<file path="config.mk">
export PLATFORM = sky130hd
export DESIGN_NAME = dr_rate_ctrl
export DESIGN_NICKNAME = d
export VERILOG_FILES = /design/src/rtl/dr_rate_pkg.sv /design/src/rtl/dr_ctrl_regs.sv /design/src/rtl/dr_rst_pulse.sv /design/src/rtl/dr_pcomp_map.sv /design/src/rtl/dr_rate_ctrl.sv
export SDC_FILE = /design/constraint.sdc
export NUM_CORES = 1
export LEC_CHECK = 0
export ABC_CLOCK_PERIOD_IN_PS = 1400
export BUFFER_PORTS_ARGS = -buffer_cell sky130_fd_sc_hd__clkbuf_2
export CAP_MARGIN = 20
export CORE_AREA = 2 2 39 41
export CTS_BUF_LIST = sky130_fd_sc_hd__clkbuf_8
export CTS_CLUSTER_SIZE = 16
export DETAILED_ROUTE_END_ITERATION = 12
export DIE_AREA = 0 0 41 43
export HOLD_SLACK_MARGIN = 0.15
export PLACE_DENSITY = 0.72
export SYNTH_ARGS = -nofsm -noshare
export SYNTH_HDL_FRONTEND = slang
export SYNTH_HIERARCHICAL = 1
export SYNTH_SLANG_ARGS = --single-unit
</file>
<file path="constraint.sdc">
create_clock -name clk -period 1.4 [get_ports clk]
set_clock_uncertainty 0.15 [all_clocks]
set_input_delay 0.14 -clock clk [delete_from_list [all_inputs] [get_ports clk]]
set_output_delay 0.14 -clock clk [all_outputs]
set_load 0.01 [all_outputs]
</file>
<file path="src/rtl/dr_rate_pkg.sv">
package dr_rate_pkg;

    typedef enum logic [2:0] {
        RATE_500K = 3'd0,
        RATE_300K = 3'd1,
        RATE_250K = 3'd2,
        RATE_1M   = 3'd3,
        RATE_2M   = 3'd4
    } rate_e;

    localparam logic SEL_RATE = 1'b0;
    localparam logic SEL_CFG  = 1'b1;

    localparam int RATE_FLD_W  = 2;
    localparam int PCOMP_FLD_W = 3;

    // Field positions in the rate select register
    localparam int BIT_PC_LO = 2;
    localparam int BIT_LP    = 6;
    localparam int BIT_SRST  = 7;

    localparam logic [RATE_FLD_W-1:0]  RESET_RATE  = 2'b10;
    localparam logic [PCOMP_FLD_W-1:0] RESET_PCOMP = 3'b000;
    localparam logic [PCOMP_FLD_W-1:0] PCOMP_OFF   = 3'b111;

    typedef struct packed {
        logic [RATE_FLD_W-1:0]  rate;
        logic [PCOMP_FLD_W-1:0] pcomp;
        logic                   lp;
    } ctrl_state_t;

endpackage

</file>
<file path="src/rtl/dr_ctrl_regs.sv">
module dr_ctrl_regs
    import dr_rate_pkg::*;
(
    input  logic                   clk,
    input  logic                   rst_n,
    input  logic                   wr_en,
    input  logic                   wr_sel,
    input  logic [7:0]             wr_data,
    input  logic                   any_acc,
    output logic [RATE_FLD_W-1:0]  rate_fld,
    output logic [PCOMP_FLD_W-1:0] pcomp_fld,
    output logic                   lp_on,
    output logic                   srst_start
);

    ctrl_state_t st_d, st_q;

    always_comb begin
        st_d       = st_q;
        srst_start = 1'b0;
        if (any_acc) begin
            st_d.lp = 1'b0;
        end
        if (wr_en) begin
            st_d.rate = wr_data[RATE_FLD_W-1:0];
            if (wr_sel == SEL_RATE) begin
                st_d.pcomp = wr_data[BIT_PC_LO +: PCOMP_FLD_W];
                if (wr_data[BIT_LP]) begin
                    st_d.lp = 1'b1;
                end
                if (wr_data[BIT_SRST]) begin
                    st_d.lp    = 1'b0;
                    srst_start = 1'b1;
                end
            end
        end
    end

    always_ff @(posedge clk or negedge rst_n) begin
        if (!rst_n) begin
            st_q.rate  <= RESET_RATE;
            st_q.pcomp <= RESET_PCOMP;
            st_q.lp    <= 1'b0;
        end else begin
            st_q <= st_d;
        end
    end

    assign rate_fld  = st_q.rate;
    assign pcomp_fld = st_q.pcomp;
    assign lp_on     = st_q.lp;

    // rate follows the latest write of either register
    a_r4_rate_follows_write: assert property (@(posedge clk) disable iff (!rst_n)
        wr_en |=> (st_q.rate == $past(wr_data[RATE_FLD_W-1:0])));

    // configuration control write keeps the precompensation code
    a_r3_cfg_keeps_pcomp: assert property (@(posedge clk) disable iff (!rst_n)
        (wr_en && wr_sel == SEL_CFG) |=> $stable(st_q.pcomp));

    // low power holds until an access or a reset bit
    a_r10_lp_holds: assert property (@(posedge clk) disable iff (!rst_n)
        (st_q.lp && !any_acc && !(wr_en && wr_sel == SEL_RATE && wr_data[BIT_SRST]))
        |=> st_q.lp);

    // access ends low power unless the same cycle sets it
    a_r11_lp_clears: assert property (@(posedge clk) disable iff (!rst_n)
        (any_acc && !(wr_en && wr_sel == SEL_RATE && wr_data[BIT_LP] && !wr_data[BIT_SRST]))
        |=> !st_q.lp);

endmodule

</file>
<file path="src/rtl/dr_rst_pulse.sv">
module dr_rst_pulse #(
    parameter int RST_CYCLES = 5
) (
    input  logic clk,
    input  logic rst_n,
    input  logic start,
    output logic active
);

    localparam int CNT_W = $clog2(RST_CYCLES + 1);
    localparam logic [CNT_W-1:0] CNT_LOAD = CNT_W'(RST_CYCLES);
    localparam int RUN_W = 16;

    logic [CNT_W-1:0] cnt_d, cnt_q;

    always_comb begin
        cnt_d = cnt_q;
        if (start) begin
            cnt_d = CNT_LOAD;
        end else if (cnt_q != '0) begin
            cnt_d = cnt_q - 1'b1;
        end
    end

    always_ff @(posedge clk or negedge rst_n) begin
        if (!rst_n) begin
            cnt_q <= '0;
        end else begin
            cnt_q <= cnt_d;
        end
    end

    assign active = (cnt_q != '0);

    // Checker: length of the current high run of the pulse
    logic [RUN_W-1:0] run_q;
    always_ff @(posedge clk or negedge rst_n) begin
        if (!rst_n) begin
            run_q <= '0;
        end else if (!active) begin
            run_q <= '0;
        end else if (run_q != {RUN_W{1'b1}}) begin
            run_q <= run_q + 1'b1;
        end
    end

    // pulse never shorter than RST_CYCLES clocks
    a_r9_pulse_min_len: assert property (@(posedge clk) disable iff (!rst_n)
        $fell(active) |-> (run_q >= RUN_W'(RST_CYCLES)));

    // a start request always produces a pulse next cycle
    a_r9_pulse_starts: assert property (@(posedge clk) disable iff (!rst_n)
        start |=> active);

endmodule

</file>
<file path="src/rtl/dr_pcomp_map.sv">
module dr_pcomp_map
    import dr_rate_pkg::*;
#(
    parameter int STEPS_W  = 4,
    parameter int DEF_SLOW = 6,
    parameter int DEF_1M   = 2,
    parameter int DEF_2M   = 1
) (
    input  logic [RATE_FLD_W-1:0]  rate_fld,
    input  logic [PCOMP_FLD_W-1:0] pcomp_fld,
    input  logic                   hi_rate_sel,
    output rate_e                  rate,
    output logic [STEPS_W-1:0]     steps,
    output logic                   enable
);

    always_comb begin
        unique case (rate_fld)
            2'b00:   rate = RATE_500K;
            2'b01:   rate = RATE_300K;
            2'b10:   rate = RATE_250K;
            default: rate = hi_rate_sel ? RATE_2M : RATE_1M;
        endcase
    end

    always_comb begin
        enable = 1'b1;
        steps  = '0;
        if (pcomp_fld == PCOMP_OFF) begin
            enable = 1'b0;
        end else if (pcomp_fld == '0) begin
            unique case (rate)
                RATE_2M: steps = STEPS_W'(DEF_2M);
                RATE_1M: steps = STEPS_W'(DEF_1M);
                default: steps = STEPS_W'(DEF_SLOW);
            endcase
        end else if (rate == RATE_2M) begin
            steps = STEPS_W'(pcomp_fld);
        end else begin
            steps = STEPS_W'({pcomp_fld, 1'b0});
        end
    end

endmodule

</file>
<file path="src/rtl/dr_rate_ctrl.sv">
module dr_rate_ctrl
    import dr_rate_pkg::*;
#(
    parameter int RST_CYCLES = 5,
    parameter int STEPS_W    = 4
) (
    input  logic               clk,
    input  logic               rst_n,
    input  logic               wr_en,
    input  logic               wr_sel,
    input  logic [7:0]         wr_data,
    input  logic               data_acc,
    input  logic               stat_acc,
    input  logic               hi_rate_sel,
    output logic [2:0]         rate_code,
    output logic [STEPS_W-1:0] pcomp_steps,
    output logic               pcomp_en,
    output logic               low_power,
    output logic               soft_rst
);

    logic [RATE_FLD_W-1:0]  rate_fld;
    logic [PCOMP_FLD_W-1:0] pcomp_fld;
    logic                   srst_start;
    rate_e                  rate;

    dr_ctrl_regs u_regs (
        .clk        (clk),
        .rst_n      (rst_n),
        .wr_en      (wr_en),
        .wr_sel     (wr_sel),
        .wr_data    (wr_data),
        .any_acc    (data_acc | stat_acc),
        .rate_fld   (rate_fld),
        .pcomp_fld  (pcomp_fld),
        .lp_on      (low_power),
        .srst_start (srst_start)
    );

    dr_rst_pulse #(
        .RST_CYCLES (RST_CYCLES)
    ) u_pulse (
        .clk    (clk),
        .rst_n  (rst_n),
        .start  (srst_start),
        .active (soft_rst)
    );

    dr_pcomp_map #(
        .STEPS_W (STEPS_W)
    ) u_map (
        .rate_fld    (rate_fld),
        .pcomp_fld   (pcomp_fld),
        .hi_rate_sel (hi_rate_sel),
        .rate        (rate),
        .steps       (pcomp_steps),
        .enable      (pcomp_en)
    );

    assign rate_code = rate;

    // a disabled precompensation never reports a delay
    a_r7_off_no_delay: assert property (@(posedge clk) disable iff (!rst_n)
        !pcomp_en |-> (pcomp_steps == '0));

endmodule

</file>
Word-level counts from Yosys, hierarchy flattened
Index checks and enable logic that the tools add are counted.
Storage, ports and cells
  logic and storage cells: 34
  input port bits: 15
  bits in read-only memories: 0
  memories kept: 0
  bits in latches: 0
  bits in registers: 9
  RAM bits: 0
  output and inout port bits: 10
Operators by class
  muxes and demuxes: 17
  add/sub/neg operators: 1
  equal/unequal tests: 5
  reduce and logical (&&, ||, !) cells: 5
  multipliers: 0
  order comparisons: 0
  div/mod/pow operators: 0
  shifts and indexed selects: 0
  bitwise gates (word level): 2
Operators with widths (number)
  2-to-1 mux 4 bit: 3
  2-to-1 mux 1 bit: 9
  2-to-1 mux 3 bit: 3
  case mux 3 bit (3 select lines): 1
  == test 3 bit, second input constant: 2
  case mux 3 bit (2 select lines): 1
  == test 3 x 2 -> 1 bit, second input constant: 1
  zero test 3 bit: 1
  nonzero test 3 bit: 1
  subtractor 3 x 1 -> 3 bit, second input constant: 1
  == test 2 x 1 -> 1 bit, second input constant: 1
  == test 2 bit, second input constant: 1
  zero test 2 bit: 1
  AND reduction 2 bit: 1
  nonzero test 2 bit: 1
  NOT 1 bit: 1
  bitwise OR 1 bit: 1

Logic depth before layout (Yosys ltp)
Gate-level depths: netlist (run 1).
  depth in word-level cells: 6
  mapped depth: 4
  gate-level depth less buffers: 4

Modules after synthesis
The synthesis (run 1) kept the hierarchy.
By module, submodules not included
  dr_ctrl_regs: instances 1, area each 256.5 µm², cells an instance 16, seq. area each 151.4 µm²
  dr_rst_pulse: instances 1, area each 175.2 µm², cells an instance 16, seq. area each 75.1 µm²
  dr_pcomp_map: instances 1, area each 121.4 µm², cells an instance 20, seq. area each 0.0 µm²
  dr_rate_ctrl: instances 1, area each 6.3 µm², cells an instance 1, seq. area each 0.0 µm²

Least setup slack after synthesis (run 1)
OpenSTA, ideal clock, no wires.
  kind: reg-to-output
  from: register u_regs.st_q, in the netlist u_regs/rate_fld[1]
  to: output pcomp_steps[2]
  arrival time: 1.062 ns
  buffers on the path: 0
  path slack: 0.048 ns
  data required time: 1.110 ns
  cell stages (with the launch flop): 5
  cell sequence: dfstp_2 nand3_1 inv_2 mux2i_1 a22oi_1
Between the ends
  cells in the longest elaborated chain, start to end: 6
  elaborated cells on any way between the ends: 10
  those cells by class: eq/ne: 4; mux: 5; reduce/logical: 1
RTL lines
  start, declared: line dr_ctrl_regs.sv:16  | ctrl_state_t st_d, st_q;
  start signal, assigned: line dr_ctrl_regs.sv:45  | st_q <= st_d;
  == test 2 bit (tied with other cells): line dr_pcomp_map.sv:18  | unique case (rate_fld)
  case mux 3 bit (3 select lines) *: line dr_pcomp_map.sv:18
  net rate_code[2]: line dr_rate_ctrl.sv:15  | output logic [2:0] rate_code,
  == test 3 x 2 -> 1 bit / == test 3 bit (equally long branches): line dr_pcomp_map.sv:32, dr_pcomp_map.sv:37
  case mux 3 bit (2 select lines) / 2-to-1 mux 4 bit (equally long branches): line dr_pcomp_map.sv:32, dr_pcomp_map.sv:37
  2-to-1 mux 4 bit *: line dr_pcomp_map.sv:31  | end else if (pcomp_fld == '0) begin
  2-to-1 mux 4 bit *: line dr_pcomp_map.sv:29  | if (pcomp_fld == PCOMP_OFF) begin
  end, declared: line dr_rate_ctrl.sv:16  | output logic [STEPS_W-1:0] pcomp_steps,
Mark *: on every way through the listed nets, which the timed path passes. The rest lies on a longest branch.

Worst setup path after layout (run 1)
  from: register u_regs.st_q, in the netlist u_regs/rate_fld[1]
  to: output pcomp_steps[2]
Between the ends
  cells in the longest elaborated chain, start to end: 6
  elaborated cells on any way between the ends: 10
  those cells by class: eq/ne: 4; mux: 5; reduce/logical: 1
RTL lines (line)
  == test 2 bit (tied with other cells): dr_pcomp_map.sv:18
  case mux 3 bit (3 select lines) *: dr_pcomp_map.sv:18
  == test 3 x 2 -> 1 bit / == test 3 bit (equally long branches): dr_pcomp_map.sv:32, dr_pcomp_map.sv:37
  case mux 3 bit (2 select lines) / 2-to-1 mux 4 bit (equally long branches): dr_pcomp_map.sv:32, dr_pcomp_map.sv:37
  2-to-1 mux 4 bit *: dr_pcomp_map.sv:31
  2-to-1 mux 4 bit *: dr_pcomp_map.sv:29
Every way passes the cells marked *; elsewhere a longest branch is shown, timed or not.

==> results of run 1 <==
-- sequential cells by signal, summed over array words and instances, names as in the netlist --
name / cells
u_regs/rate_fld: 2
u_pulse/cnt_q: 3
u_regs/lp_on: 1
u_regs/pcomp_fld: 3
-- logic make-up (layout without fill, tap and decap cells) --
family / Yosys count / after routing / share of synthesized area (%)
DFF: 9 / 9 / 40.49
adders and majority gates: 3 / 3 / 6.487
and+or+nand+nor: 19 / 19 / 20.36
muxes: 7 / 7 / 15.66
AOI/OAI and AO/OA: 9 / 9 / 11.63
buffers and inverters: 6 / 52 / 5.369
-- cell type report --
class / instances / area (sq um)
tap: 16 / 20.02
fill: 122 / 449.2
clock inverter: 1 / 3.754
multi-input combinational: 38 / 322.8
clock buffer: 3 / 41.29
inverter: 5 / 18.77
sequential: 9 / 226.5
timing repair buffer: 43 / 301.5
-- layer usage --
| layer | track usage (%) | wire, um |
|---|---|---|
| met1 | 19.59 | 564 |
| met2 | 33.75 | 729 |
| met3 | 1.571 | 58 |
| met4 | 4.000 | 0 |
| met5 | 0 | 0 |
-- what timing repair did --
item	in CTS	in global routing
endpoints found under the hold margin	15	0
resized for setup	7	5
hold buffers	12	0
endpoints found under the setup margin	7	8
pin swaps	2	1
buffers inserted	2	1
-- worst paths after layout --
check | start | end | cells past startpoint
worst max register to register | u_pulse/cnt_q[0] | u_pulse/cnt_q[2] | 4
worst max-delay path | u_regs/rate_fld[1] | pcomp_steps[2] | 5
worst min register to register | u_regs/lp_on | u_regs/lp_on | 2
worst min-delay path | rst_n | u_pulse/cnt_q[0] | 2
max in group asynchronous | rst_n | u_regs/rate_fld[1] | 2
min in group clk | wr_en | u_regs/lp_on | 3
-- critical path, stage by stage, from the launching register on --
cell	delay, ns
dfstp_2	0.53
nand3_2	0.08
inv_2	0.09
mux2i_1	0.07
a22oi_1	0.13
buf_2	0.15
-- placed cells by master, fill, tap and decap left out --
master,count
inv_1,2
and3_1,1
ha_4,1
buf_2,4
mux2_2,2
nor2_2,1
maj3_2,1
nand3b_1,1
a22oi_1,2
nor2_1,2
o21ai_2,1
buf_4,8
clkbuf_8,3
nand2b_4,1
nor3b_1,1
nand3_2,1
and2b_4,1
and2_1,1
nor2b_1,2
mux2_4,3
dlygate4sd3_1,12
a211oi_1,1
mux2i_1,2
a21oi_1,1
a211o_1,1
inv_2,4
nand3_1,2
o21ai_0,1
ha_1,1
nand2b_1,1
buf_6,1
dfrtp_1,8
dfstp_2,1
nand2_1,3
or2_1,1
a21boi_0,2
clkbuf_2,18
-- per-stage QoR --
step                      util, %  instances
final                       67.54        115
after global placement      52.08         96
after detailed placement    52.08         96
after floorplan                 -         53
after global routing        67.54        115
after CTS                   67.00        114
-- power by group --
| group | internal, mW | switching [mW] |
|---|---|---|
| sequential | 0.331 | 0.0531 |
| clock | 0.190 | 0.0942 |
| combinational | 0.296 | 0.238 |
| total | 0.817 | 0.385 |
==> results by group, run 1 <==
Global route
  • Antenna violations before repair: 0
  • Vias in the first global route: 544
  • Largest net degree at the start of global routing: 10
  • First-pass GRT wire length: roughly 2200 um
  • Tot GR Track Use: between 15 and 20%
  • Gr ovfl total: 0

Power and ir drop
  • Max VDD drop: approximately 990 uV
  • Overall power: between 1 and 1.5 mW
  • PwrDens: ~1300 mW/mm^2
  • LEAKAGE: ~0.48 nW

Final layout
  • Share of layout cells above drive strength 1: slightly above 50%
  • Fin area: around 930 sq um
  • ANT cells: 0
  • Layout Nets: about 120
  • Area Overhead vs Synth: 67.11%

Min path
  • Min-Delay Path Class: input pin to async pin

Die
  • Die H: roughly 43 um
  • CORE AREA: 0.001384 sq mm
  • # rows: 14
  • Die width: roughly 40 um
  • Die area: 0.001763 sq mm
  • Ports: 25
  • Initial Util: 40.42%

Synth
  • Post-synthesis register bit count: 9
  • Sequential area share after synthesis: 40.49%
  • Syn Std Cell Area: between 500 and 600 sq um
  • Area leader, netlist: dfrtp_1
  • Synth top area cells: dfrtp_1 36%, mux2_4 8.1%, dfstp_2 4.7%
  • Top_reg_cell synth: dfrtp_1
  • Post-synth EDFFs: 0
  • Cells after Synth: 53
  • Yosys warnings: 6
  • Unique masters post-synth: 29
  • Share of the synthesized area in the top cell type: between 30% and 40%
  • Ys async rst share: 100.0%
  • Synthesized Nets: 70
  • Most frequent cell after synthesis: dfrtp_1
  • Syn_area_per_cell: 10.55 sq um

STA
  • Crit share post-route: 112.5%
  • Fin Hold WS: roughly 0.16 ns
  • Setup TNS: -0.7012 ns
  • Final-report hold violation count: 0
  • Final setup margin: -0.1746 ns
  • Max-slew headroom: 84.78%
  • Unrepaired setup endpoints after global routing: yes
  • Max Slew Vio Count: 0
  • Final setup violating endpoints: 6
  • F_max: about 0.64 GHz
  • Crit path time final: 1.575 ns
  • Slew @ Worst Pin: 0.2283 ns

Status
  • Failing checks: negative setup slack
  • Status: complete, but fails checks

CTS
  • Root buf cell: clkbuf_8
  • Max H-tree Level: 1
  • Worst skew pair latency: 0.22 ns
  • Total CTS buffers: 3
  • CTS tree: built
  • CTS max path bufs: 2
  • Clk pin slew, worst setup/hold paths: 0.04 ns
  • CTS sink count: 9

Drt
  • Routed Antenna Nets: 0
  • Number of DRC markers in iteration 0: 6
  • DR vias: 563
  • Drt wl/cell: roughly 12 um
  • Vias/cell: 4.896
  • First-pass iteration count of the detailed router: 4
  • Drt drc: 0
  • Routed WL: 1352 um

Worst setup path
  • Flop-to-flop setup slack: approximately 0.16 ns
  • CP arrival: ~1.3 ns
  • CP endpoint kind: output port
  • Critical Path RT: ~1.1 ns
  • Critical Path Fanout Max: 4
  • Worst Setup Path Type: register to output port
  • Setup crit start kind: register

Placed design
  • Area post-placement: around 700 sq um
  • Port buffer count: 23
  • Gpl congestion: 0.6813
  • Worst Setup Slack post-DPL: -0.002174 ns

Run
  • Maxcap violations: 0
Power figures use the tool's default switching activity.
==> run 2, diff against run 1 <==
ABC_AREA = 1   (was not set)
PLACE_DENSITY = 0.81   (was 0.72)
==> run 2 against run 1 <==
Compared with the run above:
- the flow still finishes with violations (negative setup slack)
- clock-buffer cell count unchanged
- total power shrank 4.0%
- worst hold slack better by 0.0030 ns
- core utilization down 3.8 points
- synthesized cell count up 45%
- register-to-register slack gained 0.11 ns
- critical path depth did not move
- design area shrank 5.6%
- via count increased by 8.9%
- maximum frequency increased by 1.6%
- sequential cell count unchanged
==> results by group, run 2 <==
Run
  • Maxcap violations: 0

STA
  • Unrepaired setup endpoints after global routing: yes
  • Slew @ Worst Pin: ~0.24 ns
  • Max-slew headroom: a little over four fifths
  • Fin Hold WS: between 0.15 and 0.2 ns
  • Final setup violating endpoints: 5
  • Crit share post-route: 110.7%
  • F_max: 0.6452 GHz
  • Setup TNS: -0.4700 ns
  • Crit path time final: approximately 1.5 ns
  • Final-report hold violation count: 0
  • Final setup margin: -0.1499 ns
  • Max Slew Vio Count: 0

Drt
  • Routed WL: between 1000 and 1500 um
  • Routed Antenna Nets: 0
  • Drt drc: 0
  • Drt wl/cell: 10.80 um
  • Vias/cell: between 4 and 5
  • DR vias: a little over 600
  • First-pass iteration count of the detailed router: 4
  • Number of DRC markers in iteration 0: 19

Final layout
  • Final Util: a little under two thirds
  • ANT cells: 0
  • Leading cell type in the layout, fill and taps excluded: nand2_1
  • Layout Nets: approximately 130
  • Area Overhead vs Synth: 57.72%
  • Share of layout cells above drive strength 1: approximately 37%
  • Commonest cells after routing, fill and taps aside: 20 x nand2_1, 18 x clkbuf_2, 13 x inv_1

Worst setup path
  • Flop-to-flop setup slack: roughly 0.27 ns
  • Critical Path RT: roughly 1.1 ns
  • R2r startpoint: u_pulse/cnt_q[0]
  • Reg2Reg Depth: 5
  • CP endpoint kind: output port
  • Critical Path Fanout Max: 5
  • Critical Path Source: u_regs/rate_fld[1]
  • RR Endpoint: u_pulse/cnt_q[0]
  • Setup crit start kind: register
  • CP arrival: about 1.3 ns
  • Worst setup endpoint: pcomp_steps[2]
  • Worst Setup Path Type: register to output port

Power and ir drop
  • Overall power: 1.154 mW
  • PwrDens: 1309 mW/mm^2
  • Switching Fraction: 36.17%
  • Max VDD drop: 916.7 uV
  • Switching pwr: around 0.42 mW
  • Reg power frac: roughly 33%
  • Clock power share: 24.8%
  • LEAKAGE: between 0.5 and 0.6 nW
  • Internal: 0.7369 mW
  • Logic pwr share: a little over two fifths

Die
  • Die width: 41 um
  • Die area: 0.001763 sq mm
  • # rows: 14
  • Ports: 25
  • Initial Util: 40.42%
  • Die H: between 40 and 50 um
  • CORE AREA: 0.001384 sq mm

Status
  • Failing checks: negative setup slack
  • Status: complete, but fails checks

Synth
  • Area leader, netlist: dfrtp_1
  • Sequential area share after synthesis: 40.49%
  • Share of the synthesized area in the top cell type: between 30% and 40%
  • Post-synth EDFFs: 0
  • Yosys warnings: 6
  • Most frequent cell after synthesis: nand2_1
  • Post-synthesis register bit count: 9
  • Top_reg_cell synth: dfrtp_1
  • Ys async rst share: 100.0%
  • Synth top area cells: dfrtp_1 36%, nand2_1 13%, inv_1 10%
  • Cells after Synth: a little under 80
  • Synthesized Nets: 94
  • Commonest cells in the netlist: 20 x nand2_1, 15 x inv_1, 9 x nand3_1, 8 x dfrtp_1, 4 x nor2_1
  • Syn_area_per_cell: between 7 and 8 sq um
  • Syn Std Cell Area: ~560 sq um
  • Unique masters post-synth: 17

CTS
  • CTS max path bufs: 2
  • Total CTS buffers: 3
  • Worst skew pair latency: between 0.2 and 0.25 ns
  • Root buf cell: clkbuf_8
  • Clk pin slew, worst setup/hold paths: roughly 0.040 ns
  • CTS sink count: 9
  • CTS tree: built
  • Max H-tree Level: 1

Placed design
  • Worst Setup Slack post-DPL: approximately 0.038 ns
  • Gpl congestion: 0.7238
  • Final HPWL from detailed placement: 917.7 um
  • Port buffer count: 23

Min path
  • Min-Delay Path Class: input pin to async pin

Global route
  • Antenna violations before repair: 0
  • First-pass GRT wire length: approximately 1900 um
  • Gr ovfl total: 0
  • Vias in the first global route: 529
  • Largest net degree at the start of global routing: 11
  • Tot GR Track Use: about 16%
## run 2: cell type report
cell class / instances / area (sq um)
clock buffers: 3 / 41.29
well taps: 16 / 20.02
fillers: 125 / 501.7
flip-flops and latches: 9 / 227.7
clock inverters: 1 / 3.754
repair buffers: 35 / 234.0
inverters: 17 / 63.81
multi-input cells: 50 / 291.5
## run 2: routing by layer
metal | global-route usage (%) | vias up | wire (um)
li1 | - | 316 | -
met1 | 15.05 | 281 | 547
met2 | 31.25 | 16 | 805
met3 | 1.571 | 0 | 62
met4 | 8.000 | 0 | 0
met5 | 0 | - | 0
## run 2: worst min-delay path by stage
| stage | from | slack (ns) | to |
|---|---|---|---|
| detailed placement | rst_n | -0.14 | u_regs/rate_fld[0] |
| CTS | rst_n | 0.16 | u_regs/pcomp_fld[0] |
| floorplan | rst_n | -0.31 | u_pulse/cnt_q[0] |
| global route | rst_n | 0.20 | u_regs/pcomp_fld[0] |
| finish | rst_n | 0.16 | u_regs/lp_on |
| global placement | rst_n | -0.14 | u_regs/rate_fld[0] |
## run 2: worst max-delay path: stages (launching register included)
cell     delay [ns]
dfstp_2        0.56
buf_6          0.11
nand4_1        0.09
nand2_1        0.09
a21oi_2        0.05
buf_2          0.13
## run 2: metrics by stage
stage	cells	instance area (sq um)
finish	131	882.1
global route	131	882.1
CTS	131	864.6
detailed placement	115	683.2
global placement	115	683.2
floorplan	77	559.3
## run 2: timing repair
item / in CTS / in global routing
endpoints found under the setup margin: 7 / 9
hold endpoints to repair: 16 / 0
resized for setup: 4 / 13
setup buffers: 2 / 0
cloned: 0 / 0
pin swaps: 1 / 2
hold buffers: 10 / 0
## run 2: cell families after synthesis
family / Yosys count / share of synthesized area, %
flops: 9 / 40.49
compound gates: 8 / 8.724
fa+ha+maj: 2 / 4.474
buf+inv: 18 / 13.42
simple gates: 40 / 32.88
## run 2: power by group through the flow
| stage | Clock, mW | Combinational (mW) | Sequential (mW) |
|---|---|---|---|
| 3_5_place_dp | 0 | 0.381 | 0.375 |
| 5_1_grt | 0.304 | 0.535 | 0.387 |
| 6_report | 0.286 | 0.488 | 0.381 |
| 4_1_cts | 0.291 | 0.455 | 0.372 |
| 3_3_place_gp | 0 | 0.365 | 0.374 |
| 2_1_floorplan | 0 | 0.279 | 0.367 |
